$ cat src/rtl/irq_mbx_pkg.sv
package irq_mbx_pkg;
  // register slot inside each line's four-word window
  typedef enum logic [1:0] {
    SLOT_TARGET = 2'd0,
    SLOT_EXT    = 2'd1,
    SLOT_STATUS = 2'd2,
    SLOT_ENABLE = 2'd3
  } slot_e;

  localparam int unsigned ST_PEND_BIT  = 0;
  localparam int unsigned ST_LEVEL_BIT = 1;
endpackage

$ cat src/rtl/irq_mbx_regs.sv
module irq_mbx_regs
  import irq_mbx_pkg::*;
#(
  parameter int unsigned N_IRQ  = 8,
  parameter int unsigned ADDR_W = 32,
  parameter int unsigned EXT_W  = 8,
  parameter int unsigned REG_W  = 32,
  localparam int unsigned IDX_W = $clog2(N_IRQ),
  localparam int unsigned RA_W  = IDX_W + 2
) (
  input  logic                          clk,
  input  logic                          rst_n,
  input  logic                          reg_we,
  input  logic [RA_W-1:0]               reg_addr,
  input  logic [REG_W-1:0]              reg_wdata,
  output logic [REG_W-1:0]              reg_rdata,
  input  logic [N_IRQ-1:0]              pend,
  input  logic [N_IRQ-1:0]              level,
  output logic [N_IRQ-1:0][ADDR_W-1:0]  tgt_addr,
  output logic [N_IRQ-1:0][EXT_W-1:0]   tgt_ext,
  output logic [N_IRQ-1:0]              enable
);
  logic [IDX_W-1:0] win_idx;
  slot_e            win_slot;

  assign win_idx  = reg_addr[RA_W-1:2];
  assign win_slot = slot_e'(reg_addr[1:0]);

  for (genvar g = 0; g < N_IRQ; g++) begin : g_win
    logic hit;
    assign hit = reg_we && (win_idx == IDX_W'(g));
    always_ff @(posedge clk) begin
      if (!rst_n) begin
        tgt_addr[g] <= '0;
        tgt_ext[g]  <= '0;
        enable[g]   <= 1'b0;
      end else if (hit) begin
        case (win_slot)
          SLOT_TARGET: tgt_addr[g] <= ADDR_W'(reg_wdata);
          SLOT_EXT:    tgt_ext[g]  <= reg_wdata[EXT_W-1:0];
          SLOT_ENABLE: enable[g]   <= reg_wdata[0];
          default:     ;
        endcase
      end
    end
    // status slot is read-only: a write there leaves the enable unchanged
    AST_STATUS_RO: assert property (@(posedge clk) disable iff (!rst_n)
      (hit && win_slot == SLOT_STATUS) |=> $stable(enable[g]));
  end

  always_comb begin
    reg_rdata = '0;
    if (int'(win_idx) < int'(N_IRQ)) begin
      case (win_slot)
        SLOT_TARGET: reg_rdata = REG_W'(tgt_addr[win_idx]);
        SLOT_EXT:    reg_rdata = REG_W'(tgt_ext[win_idx]);
        SLOT_STATUS: begin
          reg_rdata[ST_PEND_BIT]  = pend[win_idx];
          reg_rdata[ST_LEVEL_BIT] = level[win_idx];
        end
        SLOT_ENABLE: reg_rdata[0] = enable[win_idx];
        default:     reg_rdata = '0;
      endcase
    end
  end
endmodule

$ cat src/rtl/irq_mbx_detect.sv
module irq_mbx_detect #(
  parameter int unsigned N_IRQ  = 8,
  localparam int unsigned IDX_W = $clog2(N_IRQ)
) (
  input  logic             clk,
  input  logic             rst_n,
  input  logic [N_IRQ-1:0] irq_in,
  input  logic             clr_en,
  input  logic [IDX_W-1:0] clr_idx,
  output logic [N_IRQ-1:0] pend
);
  logic [N_IRQ-1:0] irq_q;
  logic [N_IRQ-1:0] rise;
  logic [N_IRQ-1:0] clr_vec;

  assign rise    = irq_in & ~irq_q;
  assign clr_vec = clr_en ? (N_IRQ'(1) << clr_idx) : '0;

  always_ff @(posedge clk) begin
    if (!rst_n) begin
      irq_q <= '0;
      pend  <= '0;
    end else begin
      irq_q <= irq_in;
      // a fresh edge wins over the clear of an accepted write
      pend  <= (pend & ~clr_vec) | rise;
    end
  end

  for (genvar g = 0; g < N_IRQ; g++) begin : g_chk
    AST_EDGE_LATCHED: assert property (@(posedge clk) disable iff (!rst_n)
      (irq_in[g] && !irq_q[g]) |=> pend[g]);
    AST_HELD_WITHOUT_ACCEPT: assert property (@(posedge clk) disable iff (!rst_n)
      (pend[g] && !(clr_en && clr_idx == IDX_W'(g))) |=> pend[g]);
  end
endmodule

$ cat src/rtl/irq_mbx_issue.sv
module irq_mbx_issue #(
  parameter int unsigned N_IRQ  = 8,
  parameter int unsigned ADDR_W = 32,
  parameter int unsigned EXT_W  = 8,
  parameter int unsigned REG_W  = 32,
  localparam int unsigned IDX_W = $clog2(N_IRQ)
) (
  input  logic                          clk,
  input  logic                          rst_n,
  input  logic [N_IRQ-1:0]              pend,
  input  logic [N_IRQ-1:0]              enable,
  input  logic [N_IRQ-1:0][ADDR_W-1:0]  tgt_addr,
  input  logic [N_IRQ-1:0][EXT_W-1:0]   tgt_ext,
  output logic                          wr_valid,
  input  logic                          wr_ready,
  output logic [ADDR_W-1:0]             wr_addr,
  output logic [EXT_W-1:0]              wr_ext,
  output logic [REG_W-1:0]              wr_data,
  output logic                          done,
  output logic [IDX_W-1:0]              done_idx
);
  logic [N_IRQ-1:0] eligible;
  logic [IDX_W-1:0] pick;
  logic             found;
  logic [IDX_W-1:0] sel_q;

  assign eligible = pend & enable;

  // fixed priority: lowest index wins
  always_comb begin
    pick  = '0;
    found = 1'b0;
    for (int i = N_IRQ - 1; i >= 0; i--) begin
      if (eligible[i]) begin
        pick  = IDX_W'(i);
        found = 1'b1;
      end
    end
  end

  always_ff @(posedge clk) begin
    if (!rst_n) begin
      wr_valid <= 1'b0;
      wr_addr  <= '0;
      wr_ext   <= '0;
      wr_data  <= '0;
      sel_q    <= '0;
    end else if (wr_valid) begin
      if (wr_ready) wr_valid <= 1'b0;
    end else if (found) begin
      wr_valid <= 1'b1;
      wr_addr  <= tgt_addr[pick];
      wr_ext   <= tgt_ext[pick];
      wr_data  <= REG_W'(pick);
      sel_q    <= pick;
    end
  end

  assign done     = wr_valid && wr_ready;
  assign done_idx = sel_q;

  AST_HOLD_UNDER_STALL: assert property (@(posedge clk) disable iff (!rst_n)
    (wr_valid && !wr_ready) |=> (wr_valid && $stable(wr_addr) && $stable(wr_ext)
                                 && $stable(wr_data)));
endmodule

$ cat src/rtl/irq_mbx_bridge.sv
module irq_mbx_bridge #(
  parameter int unsigned N_IRQ  = 8,
  parameter int unsigned ADDR_W = 32,
  parameter int unsigned EXT_W  = 8,
  parameter int unsigned REG_W  = 32,
  localparam int unsigned IDX_W = $clog2(N_IRQ),
  localparam int unsigned RA_W  = IDX_W + 2
) (
  input  logic              clk,
  input  logic              rst_n,
  input  logic [N_IRQ-1:0]  irq_in,
  input  logic              reg_we,
  input  logic [RA_W-1:0]   reg_addr,
  input  logic [REG_W-1:0]  reg_wdata,
  output logic [REG_W-1:0]  reg_rdata,
  output logic              wr_valid,
  input  logic              wr_ready,
  output logic [ADDR_W-1:0] wr_addr,
  output logic [EXT_W-1:0]  wr_ext,
  output logic [REG_W-1:0]  wr_data
);
  logic [N_IRQ-1:0]             pend;
  logic [N_IRQ-1:0]             enable;
  logic [N_IRQ-1:0][ADDR_W-1:0] tgt_addr;
  logic [N_IRQ-1:0][EXT_W-1:0]  tgt_ext;
  logic                         done;
  logic [IDX_W-1:0]             done_idx;

  irq_mbx_regs #(.N_IRQ(N_IRQ), .ADDR_W(ADDR_W), .EXT_W(EXT_W), .REG_W(REG_W)) u_regs (
    .clk(clk), .rst_n(rst_n), .reg_we(reg_we), .reg_addr(reg_addr),
    .reg_wdata(reg_wdata), .reg_rdata(reg_rdata), .pend(pend), .level(irq_in),
    .tgt_addr(tgt_addr), .tgt_ext(tgt_ext), .enable(enable)
  );

  irq_mbx_detect #(.N_IRQ(N_IRQ)) u_detect (
    .clk(clk), .rst_n(rst_n), .irq_in(irq_in),
    .clr_en(done), .clr_idx(done_idx), .pend(pend)
  );

  irq_mbx_issue #(.N_IRQ(N_IRQ), .ADDR_W(ADDR_W), .EXT_W(EXT_W), .REG_W(REG_W)) u_issue (
    .clk(clk), .rst_n(rst_n), .pend(pend), .enable(enable),
    .tgt_addr(tgt_addr), .tgt_ext(tgt_ext), .wr_valid(wr_valid), .wr_ready(wr_ready),
    .wr_addr(wr_addr), .wr_ext(wr_ext), .wr_data(wr_data),
    .done(done), .done_idx(done_idx)
  );

  // checker-side copy of the eligible set one cycle back
  logic [N_IRQ-1:0] elig_d;
  logic [IDX_W-1:0] wr_idx;
  logic [N_IRQ-1:0] below_idx;
  always_ff @(posedge clk) begin
    if (!rst_n) elig_d <= '0;
    else        elig_d <= pend & enable;
  end
  assign wr_idx    = wr_data[IDX_W-1:0];
  assign below_idx = (N_IRQ'(1) << wr_idx) - N_IRQ'(1);

  AST_ISSUE_ONLY_ENABLED: assert property (@(posedge clk) disable iff (!rst_n)
    $rose(wr_valid) |-> elig_d[wr_idx]);
  AST_ISSUE_LOWEST: assert property (@(posedge clk) disable iff (!rst_n)
    $rose(wr_valid) |-> ((elig_d & below_idx) == '0));
  AST_DATA_IS_INDEX: assert property (@(posedge clk) disable iff (!rst_n)
    wr_valid |-> (wr_data < REG_W'(N_IRQ)));
  AST_RESET_IDLE: assert property (@(posedge clk)
    $past(!rst_n) |-> !wr_valid);
endmodule

$ cat config.mk
export PLATFORM = sky130hd
export DESIGN_NAME = irq_mbx_bridge
export DESIGN_NICKNAME = d
export VERILOG_FILES = /design/src/rtl/irq_mbx_pkg.sv /design/src/rtl/irq_mbx_regs.sv /design/src/rtl/irq_mbx_detect.sv /design/src/rtl/irq_mbx_issue.sv /design/src/rtl/irq_mbx_bridge.sv
export SDC_FILE = /design/constraint.sdc
export NUM_CORES = 1
export LEC_CHECK = 0
export BUFFER_PORTS_ARGS = -buffer_cell sky130_fd_sc_hd__buf_4
export CORE_MARGIN = 2
export CORE_UTILIZATION = 35
export CTS_CLUSTER_DIAMETER = 100
export CTS_CLUSTER_SIZE = 16
export DETAILED_ROUTE_END_ITERATION = 8
export GPL_TIMING_DRIVEN = 0
export SYNTH_ARGS = -nofsm -noshare
export SYNTH_HDL_FRONTEND = slang
export SYNTH_SLANG_ARGS = --single-unit
$ cat constraint.sdc
create_clock -name clk -period 2.25 [get_ports clk]
set_input_delay 0.225 -clock clk [delete_from_list [all_inputs] [get_ports clk]]
set_output_delay 0.225 -clock clk [all_outputs]
set_load 0.02 [all_outputs]
# Word level (Yosys, flattened, before mapping)
# Index checks and enable logic that the tools add are counted.
dict set report op_classes {
  n_lt_le_gt_ge 2
  eq_ne 10
  shifts 1
  mux 37
  n_bitwise 7
  reduce_logical 36
}
# op count
set op_table {}
lappend op_table {{$bmux W32 S3} 2}
lappend op_table {{$mux W32} 2}
lappend op_table {{$pmux W30 S2} 1}
lappend op_table {{$reduce_and A2 Y1} 25}
lappend op_table {{$bmux W8 S3} 2}
lappend op_table {{$and A8 B8 Y8} 3}
lappend op_table {{$mux W3} 8}
lappend op_table {{$mux W8} 3}
lappend op_table {{$not A8 Y8} 2}
lappend op_table {{$mux W1} 14}
lappend op_table {{$eq A3 B3 Y1 const B} 4}
lappend op_table {{$bmux W1 S3} 3}
lappend op_table {{$logic_and A1 B1 Y1} 9}
lappend op_table {{$lt A3 B4 Y1 const B} 2}
lappend op_table {{$or A8 B8 Y8} 1}
lappend op_table {{$shl A1 B3 Y8 const A} 1}
lappend op_table {{$eq A3 B2 Y1 const B} 2}
lappend op_table {{$eq A2 B2 Y1 const B} 2}
lappend op_table {{$pmux W1 S4} 1}
lappend op_table {{$eq A3 B1 Y1 const B} 1}
lappend op_table {{$logic_not A3 Y1} 1}
lappend op_table {{$pmux W1 S3} 1}
lappend op_table {{$eq A2 B1 Y1 const B} 1}
lappend op_table {{$logic_not A2 Y1} 1}
lappend op_table {{$not A1 Y1} 1}
dict set report totals {
  regBits 388
  elab_cells 123
}

# Longest topological paths before layout
# Gate-level depths: netlist of the first run.
dict set report logic_depth {
  word_depth 11
  ltp_mapped 9
  ltp_nobuf 6
}

# Hierarchy
# From an unflattened synthesis of the first run, not the netlist that was laid out.
dict set report unflattened {
  cells_unflattened 2233
  hier_area_um2 20330.7
}
# mod instances cells_per_inst area_each_um2 seq_area_each_um2
set modules_own_cells {}
lappend modules_own_cells {irq_mbx_regs 1 1711 15422.3 6566.3}
lappend modules_own_cells {irq_mbx_issue 1 465 4297.9 880.8}
lappend modules_own_cells {irq_mbx_detect 1 57 610.6 320.3}

# Least setup slack after synthesis of the first run
# Ideal clock, no wire load.
dict set report synth_path {
  kind {input-to-output}
  startpoint {in reg_addr[3]}
  endpoint {out reg_rdata[2]}
  arrival_time_ns 1.875
  required_ns 2.025
  setup_slack_ns 0.150
  stages 6
  cell_sequence {clkbuf_1 buf_2 buf_2 mux4_2 mux4_2 and2_1}
}
dict set report synth_between {
  elab_chain_len 3
}
# item line
set synth_lines {}
lappend synth_lines {{from (decl)} irq_mbx_bridge.sv:13} ;# input logic [RA_W-1:0] reg_addr,
lappend synth_lines {{$bmux W8 S3 or $bmux W32 S3 (tied branches)} {irq_mbx_regs.sv:56, irq_mbx_regs.sv:55}}
lappend synth_lines {{$mux W8 (not written as such) or $mux W32 (tied branches)} {irq_mbx_regs.sv:56, irq_mbx_regs.sv:55}}
lappend synth_lines {{$pmux W30 S2 *} irq_mbx_regs.sv:54} ;# case (win_slot)
lappend synth_lines {{to (decl)} irq_mbx_bridge.sv:15} ;# output logic [REG_W-1:0] reg_rdata,
# Mark *: on every way between the ends. The rest lies on a longest branch, timed or not. The select of a mux whose other input is x is not followed.

# Worst setup path in the final report of the first run
dict set report layout_path {
  startpoint {reg u_regs.tgt_ext[24] in the netlist's numbering}
  endpoint {out reg_rdata[0]}
}
dict set report layout_between {
  elab_chain_len 3
}
# item line
set layout_lines {}
lappend layout_lines {{from (decl)} irq_mbx_regs.sv:20} ;# output logic [N_IRQ-1:0][EXT_W-1:0] tgt_ext,
lappend layout_lines {{from (signal, indexed assignment)} irq_mbx_regs.sv:40} ;# SLOT_EXT: tgt_ext[g] <= reg_wdata[EXT_W-1:0];
lappend layout_lines {{$bmux W8 S3} irq_mbx_regs.sv:56} ;# SLOT_EXT: reg_rdata = REG_W'(tgt_ext[win_idx]);
lappend layout_lines {{$mux W8 (not written as such)} irq_mbx_regs.sv:56}
lappend layout_lines {{$pmux W1 S4} irq_mbx_regs.sv:54}
# No other way between the ends. The select of a mux whose other input is x is not followed.

==> results of run 1 <==
per-layer routing:
layer / GRT usage [%] / vias to the layer above / part of all wire (%)
met5: 0 / - / 0.016
met4: 12.6 / 2 / 5.5
met3: 5.88 / 213 / 10
met2: 40.2 / 1037 / 44
met1: 34.6 / 8739 / 40
li1: - / 8004 / -
synth_stat cells, types with 4 or more instances:
master / n
dfxtp_1: 388
a21boi_0: 289
a221o_1: 11
o21ai_0: 41
nand3_1: 35
nor2_1: 39
buf_4: 65
buf_2: 36
mux4_2: 105
mux2i_1: 176
a21boi_1: 4
nand2b_1: 11
o31a_1: 29
a22o_1: 4
nor3_1: 4
nand2_1: 659
nor2b_1: 46
o22ai_1: 40
clkbuf_1: 130
a21oi_1: 30
and2_1: 18
power by group:
part / leakage, nW / total (mW) / switching [mW] / internal [mW]
Clock: 0.367 / 4.84 / 2.56 / 2.29
Sequential: 3.16 / 6.97 / 0.0533 / 6.92
Combinational: 4.34 / 1.30 / 0.772 / 0.524
Total: 7.87 / 13.1 / 3.38 / 9.73
flip-flops by register name, indices dropped and copies added (netlist names), 3 cells and up:
name and count:
u_detect.irq_q 8, u_detect.pend 8, u_issue.done_idx 3, u_issue.wr_addr 32
u_issue.wr_ext 8, u_regs.enable 8, u_regs.tgt_addr 256, u_regs.tgt_ext 64
worst max-delay path, stage by stage, from the launching register on:
cell and delay [ns]:
dfxtp_2 0.33, mux4_2 0.53, mux4_2 0.51, mux2_4 0.29, buf_6 0.13
stage by stage:
step / total power [mW] / utilization [%]
2_1_floorplan: 7.81 / -
3_3_place_gp: 8.22 / 38.5
3_5_place_dp: 8.23 / 38.5
4_1_cts: 13.1 / 41.9
5_1_grt: 13.4 / 42.9
6_report: 13.1 / 42.9
what timing repair did:
action	CTS	global route
setup buffers	27	13
cloned	2	7
pin swaps	3	6
resized for setup	170	103
setup endpoints to repair	104	54
hold buffers	41	0
hold endpoints to repair	250	0
final cells by class:
cell class	count	area, sq um	share of cell area [%]
clock buffers	30	729	3.03
flip-flops and latches	388	7840	32.5
clock inverters	2	13.8	0.0571
multi-input cells	1603	11200	46.3
well taps	756	946	3.93
inverters	2	7.51	0.0312
plain buffers	233	1650	6.83
repair buffers	185	1760	7.29
diodes	1	2.50	0.0104
cell families (layout without fill, tap and decap cells):
logic type / count (synthesis) / count (layout) / share of synthesized area [%]
multiplexers: 283 / 283 / 20.9
other: 1 / 30 / 0.0189
flip-flops: 388 / 388 / 39.2
AND/OR/NAND/NOR: 830 / 830 / 17.2
AO/OA/AOI/OAI: 461 / 461 / 16.7
buffers and inverters: 237 / 452 / 6.02
path summary, 6_finish.rpt:
kind                             start              endpoint  slack (ns)  cells after the start
setup / recovery    u_regs.tgt_ext[24]          reg_rdata[0]       -0.36                      4
hold reg to reg   u_regs.tgt_addr[132]  u_regs.tgt_addr[132]        0.48                      2
hold / removal             reg_addr[1]      u_regs.enable[4]        0.11                      4
setup reg to reg      u_regs.enable[6]   u_issue.wr_addr[10]       -0.15                      8
==> results, run 1 <==
- The final reports fail on setup timing.
- After synthesis the cells add up to roughly 20000 sq um.
- The TritonCTS clock tree is done.
- The minimum hold slack is 0.106 ns.
- The number of synthesized flops with an enable pin is 0.
- After the first detailed-routing iteration, the DRC count stood at between 1500 and 2000.
- IR analysis of the VDD net gives a maximum drop of about 0.5 mV.
- After legalization and detailed placement, the total HPWL measured between 50 and 60 mm.
- The synthesis warning total is 0.
- In this run the cell area measured after placement is about 22000 sq um.
- The post-layout net count is about 2500.
- Along the worst path, the maximum fanout reaches 2.
- The largest total area in the synthesized netlist belongs to dfxtp_1.
- The endpoint type of the worst setup path is an output pin.
- In the layout the commonest cells are nand2_1, dfxtp_1, a21boi_0, buf_4, mux2i_1.
- The maximum clock rate is approximately 380 MHz.
- The pre-antenna-repair detailed-routing pass consisted of 5 iterations.
- The number of max-slew violations in the final report is 0.
- The placed cell count is roughly 3000.
- The arrival time at the worst endpoint is about 2.4 ns.
- The initial cell density of the core is between 30% and 40%.
- The count of input and output buffers is between 90 and 100.
- Once detail routing completed, the nets flagged for antenna violations numbered 0.
- The first global-routing pass estimated roughly 120 mm of wire.
- The element type at the critical path start is a flop.
- After detailed routing, the total wire length is 80.1 mm.
- In the post-synthesis netlist, the biggest area contributors are dfxtp_1, nand2_1, mux4_2, a21boi_0, mux2i_1.
- Across all setup checks in the final design, the least slack found is -0.364 ns.
- Counting every sink on the clock net gives between 300 and 400.
- The final non-filler cell area is between 20000 and 25000 sq um.
- The latest clock arrival within the worst-skew pair is 0.58 ns.
- After layout, the worst path uses 116% of the clock period.
- The transition at the pin with the smallest max-transition slack is roughly 1.1 ns.
- Global routing finished with a remaining overflow of 0.
- The floorplan step defined a die boundary enclosing about 59000 sq um.
- The post-placement worst setup slack is -1.26 ns.
- The largest net degree at the start of global routing is 17.
- The floorplan has 87 rows.
- The longest clock path from root to sink contains 3 buffers.
- After detailed routing, the number of remaining DRC violations is 0.
- The die is between 200 and 250 microns tall.
- The clock skew is about 0.011 ns.
- The worst max-slew margin expressed relative to the limit is between 20% and 30%.
- The number of failing setup endpoints in the final timing report is between 40 and 50.
- The flow ran to the end, but the final reports show violations.
- After synthesis the netlist holds a flip-flop and latch count of between 300 and 400.
- The CTS root buffer is clkbuf_16.
- The kind of critical path is flop to output pin.
- Summed over all failing endpoints, the final setup total negative slack is -3.96 ns.
- The number of antenna violations at the first check in global routing is 1.
- The library cell used most frequently in the layout, excluding fill and tap cells, is nand2_1.
- The final standard cell count with taps included and fillers excluded is between 3000 and 4000.
- The routability congestion estimate from global placement is 0.968.
- The area growth from synthesis to layout is 21.4%.
- The average wire per standard cell is 25.0 microns.
- In this run, distinct cell masters in the synthesized netlist total between 40 and 50.
- For the worst setup path, the data required time is 2.03 ns.
- The average instance in the mapped netlist occupies 9.02 sq um.
- For this design the ratio of total power to cell area is about 540 nW/um^2.
- The post-route netlist has 20.7% of its cells at a drive strength greater than 1.
- The number of cells produced by synthesis is 2200.
- The number of global-route vias before repair is 17200.
- The most used flip-flop cell after synthesis is dfxtp_1.
- The count of pins on the block boundary is ~150.
- The number of hold violations in the final report is 0.
- In this run, CTS created clock tree buffers numbering 28.
- Counting the fill cells in the layout gives 5614.
- Setup repair after global routing could not meet its margin everywhere.
- In the global route stage, overall resource usage came out at 26.1%.
- The share of synthesized registers carrying an async set or reset is 0%.
- The chip width is ~240 microns.
- The clock slew at the register clock pins of the worst setup and hold paths is around 0.080 ns.
- The total core area is 56200 sq um.
- The tightest min-delay check is of the primary input to flop type.
- The mean number of vias per cell is 5.62.
- CTS built an H-tree with a depth of 1.
- Sequential elements use around 39% of the synthesized area.
- Max-cap violations in this run came to 0.
- The share of the synthesized area in the top cell type is around two fifths.
- The detailed router placed 18000 vias in this run.
- Counting I/O delays and the setup requirement, the final critical path takes 2.61 ns.
- The static leakage power is 7.87 nW.
Power figures use the tool's default switching activity.
==> run 2, diff against run 1 <==
- SYNTH_HIERARCHICAL: default -> 1
==> run 2 against run 1 <==
Compared with the run above:
- fmax increased by 17%
- design area decreased by 1.9%
- count of clock-buffer cells in the layout decreased by 1
- sequential cell count unchanged
- non-clock buffer count decreased by 35
- sequential power about the same
- cell count about the same
- wire length decreased by 0.59%
- the run now ends clean
- highest routed layer unchanged
- critical endpoint is now reg_rdata[2]
==> results, run 2 <==
- Status: finished, final reports clean (was finished, violations left).
- The switching power is 3.43 mW (was 3.38 mW).
- The number of buffers created by CTS is 28 (unchanged).
- The end point of the worst hold path was u_detect/pend[7] (was u_regs.enable[4]).
- The count of pins on the block boundary is 154 (unchanged).
- The number of failing setup endpoints in the final timing report came to 0 (was 45).
- The clock slew at the register clock pins of the worst setup and hold paths came to 0.07 ns (was 0.08 ns).
- Registers with the highest flip-flop counts: u_regs/tgt_addr: 256 flops, u_regs/tgt_ext: 64 flops, u_issue/wr_addr: 32 flops (was u_regs.tgt_addr: 256 flops, u_regs.tgt_ext: 64 flops, u_issue.wr_addr: 32 flops).
- The element type at the critical path start is a primary input (was flop).
- The static leakage power is 8.59 nW (was 7.87 nW).
- The number of antenna violations at the first check in global routing is 2 (was 1).
- The floorplan die height is 245 microns (was 242 microns).
- The routability congestion estimate from global placement is 0.934 (was 0.968).
- The mapped cell area came to 20300 sq um (was 19800 sq um).
- Commonest cells in the synthesized netlist: nand2_1, dfxtp_1, mux2i_1, a21boi_0, a21boi_1 (was nand2_1, dfxtp_1, a21boi_0, mux2i_1, clkbuf_1).
- The TritonCTS clock tree was done (unchanged).
- The number of nets with antenna violations after detailed routing is 0 (unchanged).
- The placed cell count is 3124 (was 3079).
- The worst-case register-to-register setup slack was 0.04 ns (was -0.15 ns).
- The mean number of vias per cell is 5.67 (was 5.62).
- The relative contribution of sequential cells to total power is 53.1% (was 53.2%).
- The share of synthesized registers carrying an async set or reset is 0% (unchanged).
- The final standard cell count with taps included and fillers excluded is 3197 (was 3200).
- The share of the synthesized area in the top cell type came to 38.2% (was 39.2%).
- The reg-to-reg startpoint is u_regs/enable[6] (was u_regs.enable[6]).
- The arrival time at the worst endpoint came to 2.00 ns (was 2.39 ns).
- The part of the Yosys area used for sequential elements is 38.2% (was 39.2%).
- The clock skew is 0.0270 ns (was 0.0113 ns).
- The most frequent standard cell in the layout excluding fill and tap cells is nand2_1 (unchanged).
- The classification of the worst-slack hold path is primary input to flop (unchanged).
- The relative contribution of the clock network to total power is 36.7% (was 36.9%).
- The capturing point of the worst reg2reg path is u_issue/wr_addr[6] (was u_issue.wr_addr[10]).
- The depth of the worst register-to-register path is 8 (unchanged).
- The internal power summed over all cells came to 9.71 mW (was 9.73 mW).
- The initial cell density of the core is 35.3% (about the same).
- The kind of critical path was primary input to output pin (was flop to output pin).
- The post-route setup TNS is 0 ns (was -3.96 ns).
- The maximum clock rate is 449 MHz (was 383 MHz).
- The register bit total from synthesis is 388 (unchanged).
- The logic gate share of total power was 10.2% (was 9.9%).
- The number of hold violations in the final report is 0 (unchanged).
- The count of buffer and inverter cells on the critical path is 4 (was 1).
- The transition at the pin with the smallest max-transition slack is 1.05 ns (about the same).
- The latest clock arrival within the worst-skew pair is 0.60 ns (was 0.58 ns).
- The distinct cell type count of the synthesized netlist is 55 (was 46).
- The cell area power density is 556 nW/um^2 (was 544 nW/um^2).
- The largest driver fanout on the critical path is 11 (was 2).
- The share of total power consumed by net switching is 26.1% (was 25.8%).
- The total core area is 57600 sq um (was 56200 sq um).
- The via count of the routed design was 18100 (was 18000).
- The largest net degree at the start of global routing came to 19 (was 17).
- The number of max-cap violations is 0 (unchanged).
- The minimum hold slack is 0.0783 ns (was 0.106 ns).
- The total grt overflow is 0 (unchanged).
- The number of cells produced by synthesis was 2233 (was 2200).
- The startpoint of the worst setup timing path is reg_addr[3] (was u_regs.tgt_ext[24]).
- The overall track demand over capacity in global routing came to 25.8% (was 26.1%).
- The post-layout net count was 2479 (was 2490).
- The number of global-route vias before repair is 17600 (was 17200).
- The length of the first detailed-routing pass in iterations was 6 (was 5).
- The DRC violation total after the first TritonRoute iteration is 2028 (was 1985).
- The core occupancy in the finished layout came to 41.0% (was 42.9%).
- The cell count of the worst hold path came to 3 (was 4).
- The cell with the most instances after synthesis is nand2_1 (unchanged).
- The site row count is 88 (was 87).
- The count of input and output buffers came to 98 (was 95).
- The required time of the worst setup path was 2.03 ns (about the same).
- The top flip-flop cell by instance count after synthesis is dfxtp_1 (unchanged).
- The startpoint of the most critical hold path is rst_n (was reg_addr[1]).
- The largest delay contributor family on the critical path is buffers and inverters (was multiplexers).
- Unrepaired setup endpoints after global routing: yes (unchanged).
- The largest register by flop count is u_regs/tgt_addr (was u_regs.tgt_addr).
- The area growth from synthesis to layout is 16.2% (was 21.4%).
- The library cell occupying the most area in the post-synthesis netlist is dfxtp_1 (unchanged).
- The chip width is 245 microns (was 242 microns).
- List of cells traversed by the critical path: buf_4 -> buf_4 -> buf_4 -> mux4_2 -> mux2i_1 -> o22ai_1 -> buf_4 (was mux4_2 -> mux4_2 -> mux2_4 -> buf_6).
- The buffer depth of the longest clock path is 3 (unchanged).
- Leading cell types in the layout, fill and taps excluded: nand2_1, dfxtp_1, mux2i_1, a21boi_0, buf_4 (was nand2_1, dfxtp_1, a21boi_0, buf_4, mux2i_1).
- The clock period minus final worst setup slack is 2.23 ns (was 2.61 ns).
- The worst max-slew margin expressed relative to the limit is 30.1% (was 29.3%).
- The number of flip-flops under the largest register name is 256 (unchanged).
- The number of inserted filler cells in the final layout is 5783 (was 5614).
- The clock net sink count was 388 (unchanged).
- Top area cells in the synthesized netlist: dfxtp_1, mux2i_1, nand2_1, mux4_2, a21boi_0 (was dfxtp_1, nand2_1, mux4_2, a21boi_0, mux2i_1).
- The mean cell area of the mapped netlist is 9.10 sq um (was 9.02 sq um).
- The first-pass GRT wire length came to 115 mm (about the same).
- The CTS root buffer is clkbuf_16 (unchanged).
- The half-perimeter wire length after placement is 55.4 mm (was 54.3 mm).
- The die footprint is 60000 sq um (was 58600 sq um).
- The average wire per standard cell is 24.9 microns (was 25.0 microns).
- The final routed wirelength across all metal layers came to 79.6 mm (was 80.1 mm).
- The endpoint type of the worst setup path is an output pin (unchanged).
- The number of synthesized flops with an enable pin came to 0 (unchanged).
- The worst IR drop on VDD is 0.553 mV (was 0.511 mV).
- The cell type with the highest occurrence count on the critical path is buf_4 (was mux4_2).
- The number of max-slew violations in the final report is 0 (unchanged).
- The proportion of layout cells with a drive suffix above 1 was 16.7% (was 20.7%).
- The H-tree depth reported by CTS is 1 (unchanged).
- The cell depth of the worst setup path came to 7 (was 4).
- The synthesis warning total is 6 (was 0).
- The delay of the slowest cell on the worst path is 0.37 ns (was 0.53 ns).
- The period utilization is 99.0% (was 116%).
- The DRC violation count after routing is 0 (unchanged).
- The cell type of the slowest stage on the worst timing path was mux4_2 (unchanged).
==> run 2: changes by cell type in the layout (fill, tap and decap cells not counted), moves of 29 or more <==
cell	previous run	this run
mux2i_1	157	248
dfxtp_2	48	0
a21boi_0	289	206
mux4_2	105	75
clkbuf_1	106	77
o31a_1	29	0
a21boi_1	4	104
dfxtp_1	338	388
nand2_1	658	619
==> run 2: worst max path at each step <==
stage | endpoint | slack [ns]
floorplan | reg_rdata[1] | 0.19
global placement | u_issue/wr_addr[6] | -1.07
global route | u_issue/wr_addr[6] | -0.03
finish | reg_rdata[2] | 0.02
CTS | u_issue/wr_ext[7] | -0.003
detailed placement | u_issue/wr_addr[21] | -0.81
==> run 2: tightest hold or removal path, cell delays in order <==
cell	delay (ns)
buf_4	0.15
and3b_1	0.18
a31o_2	0.09
==> run 2: layout make-up <==
cell class / count / area [sq um] / area share (%)
Antenna cell: 1 / 2.50 / 0.0106
Buffer: 241 / 1630 / 6.89
Clock buffer: 29 / 726 / 3.07
Clock inverter: 2 / 17.5 / 0.0741
Inverter: 2 / 7.51 / 0.0318
Multi-Input combinational cell: 1627 / 11300 / 48.0
Sequential cell: 388 / 7770 / 32.9
Tap cell: 765 / 957 / 4.05
Timing Repair Buffer: 142 / 1170 / 4.95
==> run 2: logic make-up after synthesis <==
group,count (synthesis),synth area share [%]
buffers and inverters,246,7.03
AND/OR/NAND/NOR,791,16.6
flip-flops,388,38.2
AO/OA/AOI/OAI,477,17.3
multiplexers,330,20.9
other,1,0.0184
==> run 2: power by group through the flow <==
stage	clock, mW	sequential, mW	combinational, mW
floorplan	0	7.12	0.760
detailed placement	0	7.14	1.21
global route	5.14	6.99	1.39
finish	4.82	6.98	1.34
global placement	0	7.14	1.19
CTS	4.90	6.98	1.29
==> run 2: repair_timing <==
| action | CTS | global route |
|---|---|---|
| resized for setup | 57 | 33 |
| pin swaps | 2 | 1 |
| hold buffers | 41 | 0 |
| endpoints found under the hold margin | 252 | 0 |
| buffers inserted | 2 | 1 |
| endpoints found under the setup margin | 69 | 48 |
==> run 2: metrics by stage <==
stage	instance area, sq um	setup slack [ns]	power [mW]
final	23600	0.0227	13.1
after global routing	23600	-0.0334	13.5
after CTS	23500	-0.00253	13.2
after detailed placement	22100	-0.813	8.35
after global placement	22100	-1.07	8.33
after floorplan	20400	0.189	7.88
==> run 2: routing by layer <==
| metal | global-route usage [%] | part of all wire [%] | vias to the layer above | wire [microns] |
|---|---|---|---|---|
| met5 | 0 | 0.020 | - | 16 |
| met3 | 3.82 | 9.3 | 203 | 7370 |
| met4 | 11.9 | 5.0 | 2 | 3960 |
| met1 | 34.3 | 41 | 8820 | 32300 |
| li1 | - | - | 8093 | - |
| met2 | 41.3 | 45 | 998 | 36000 |
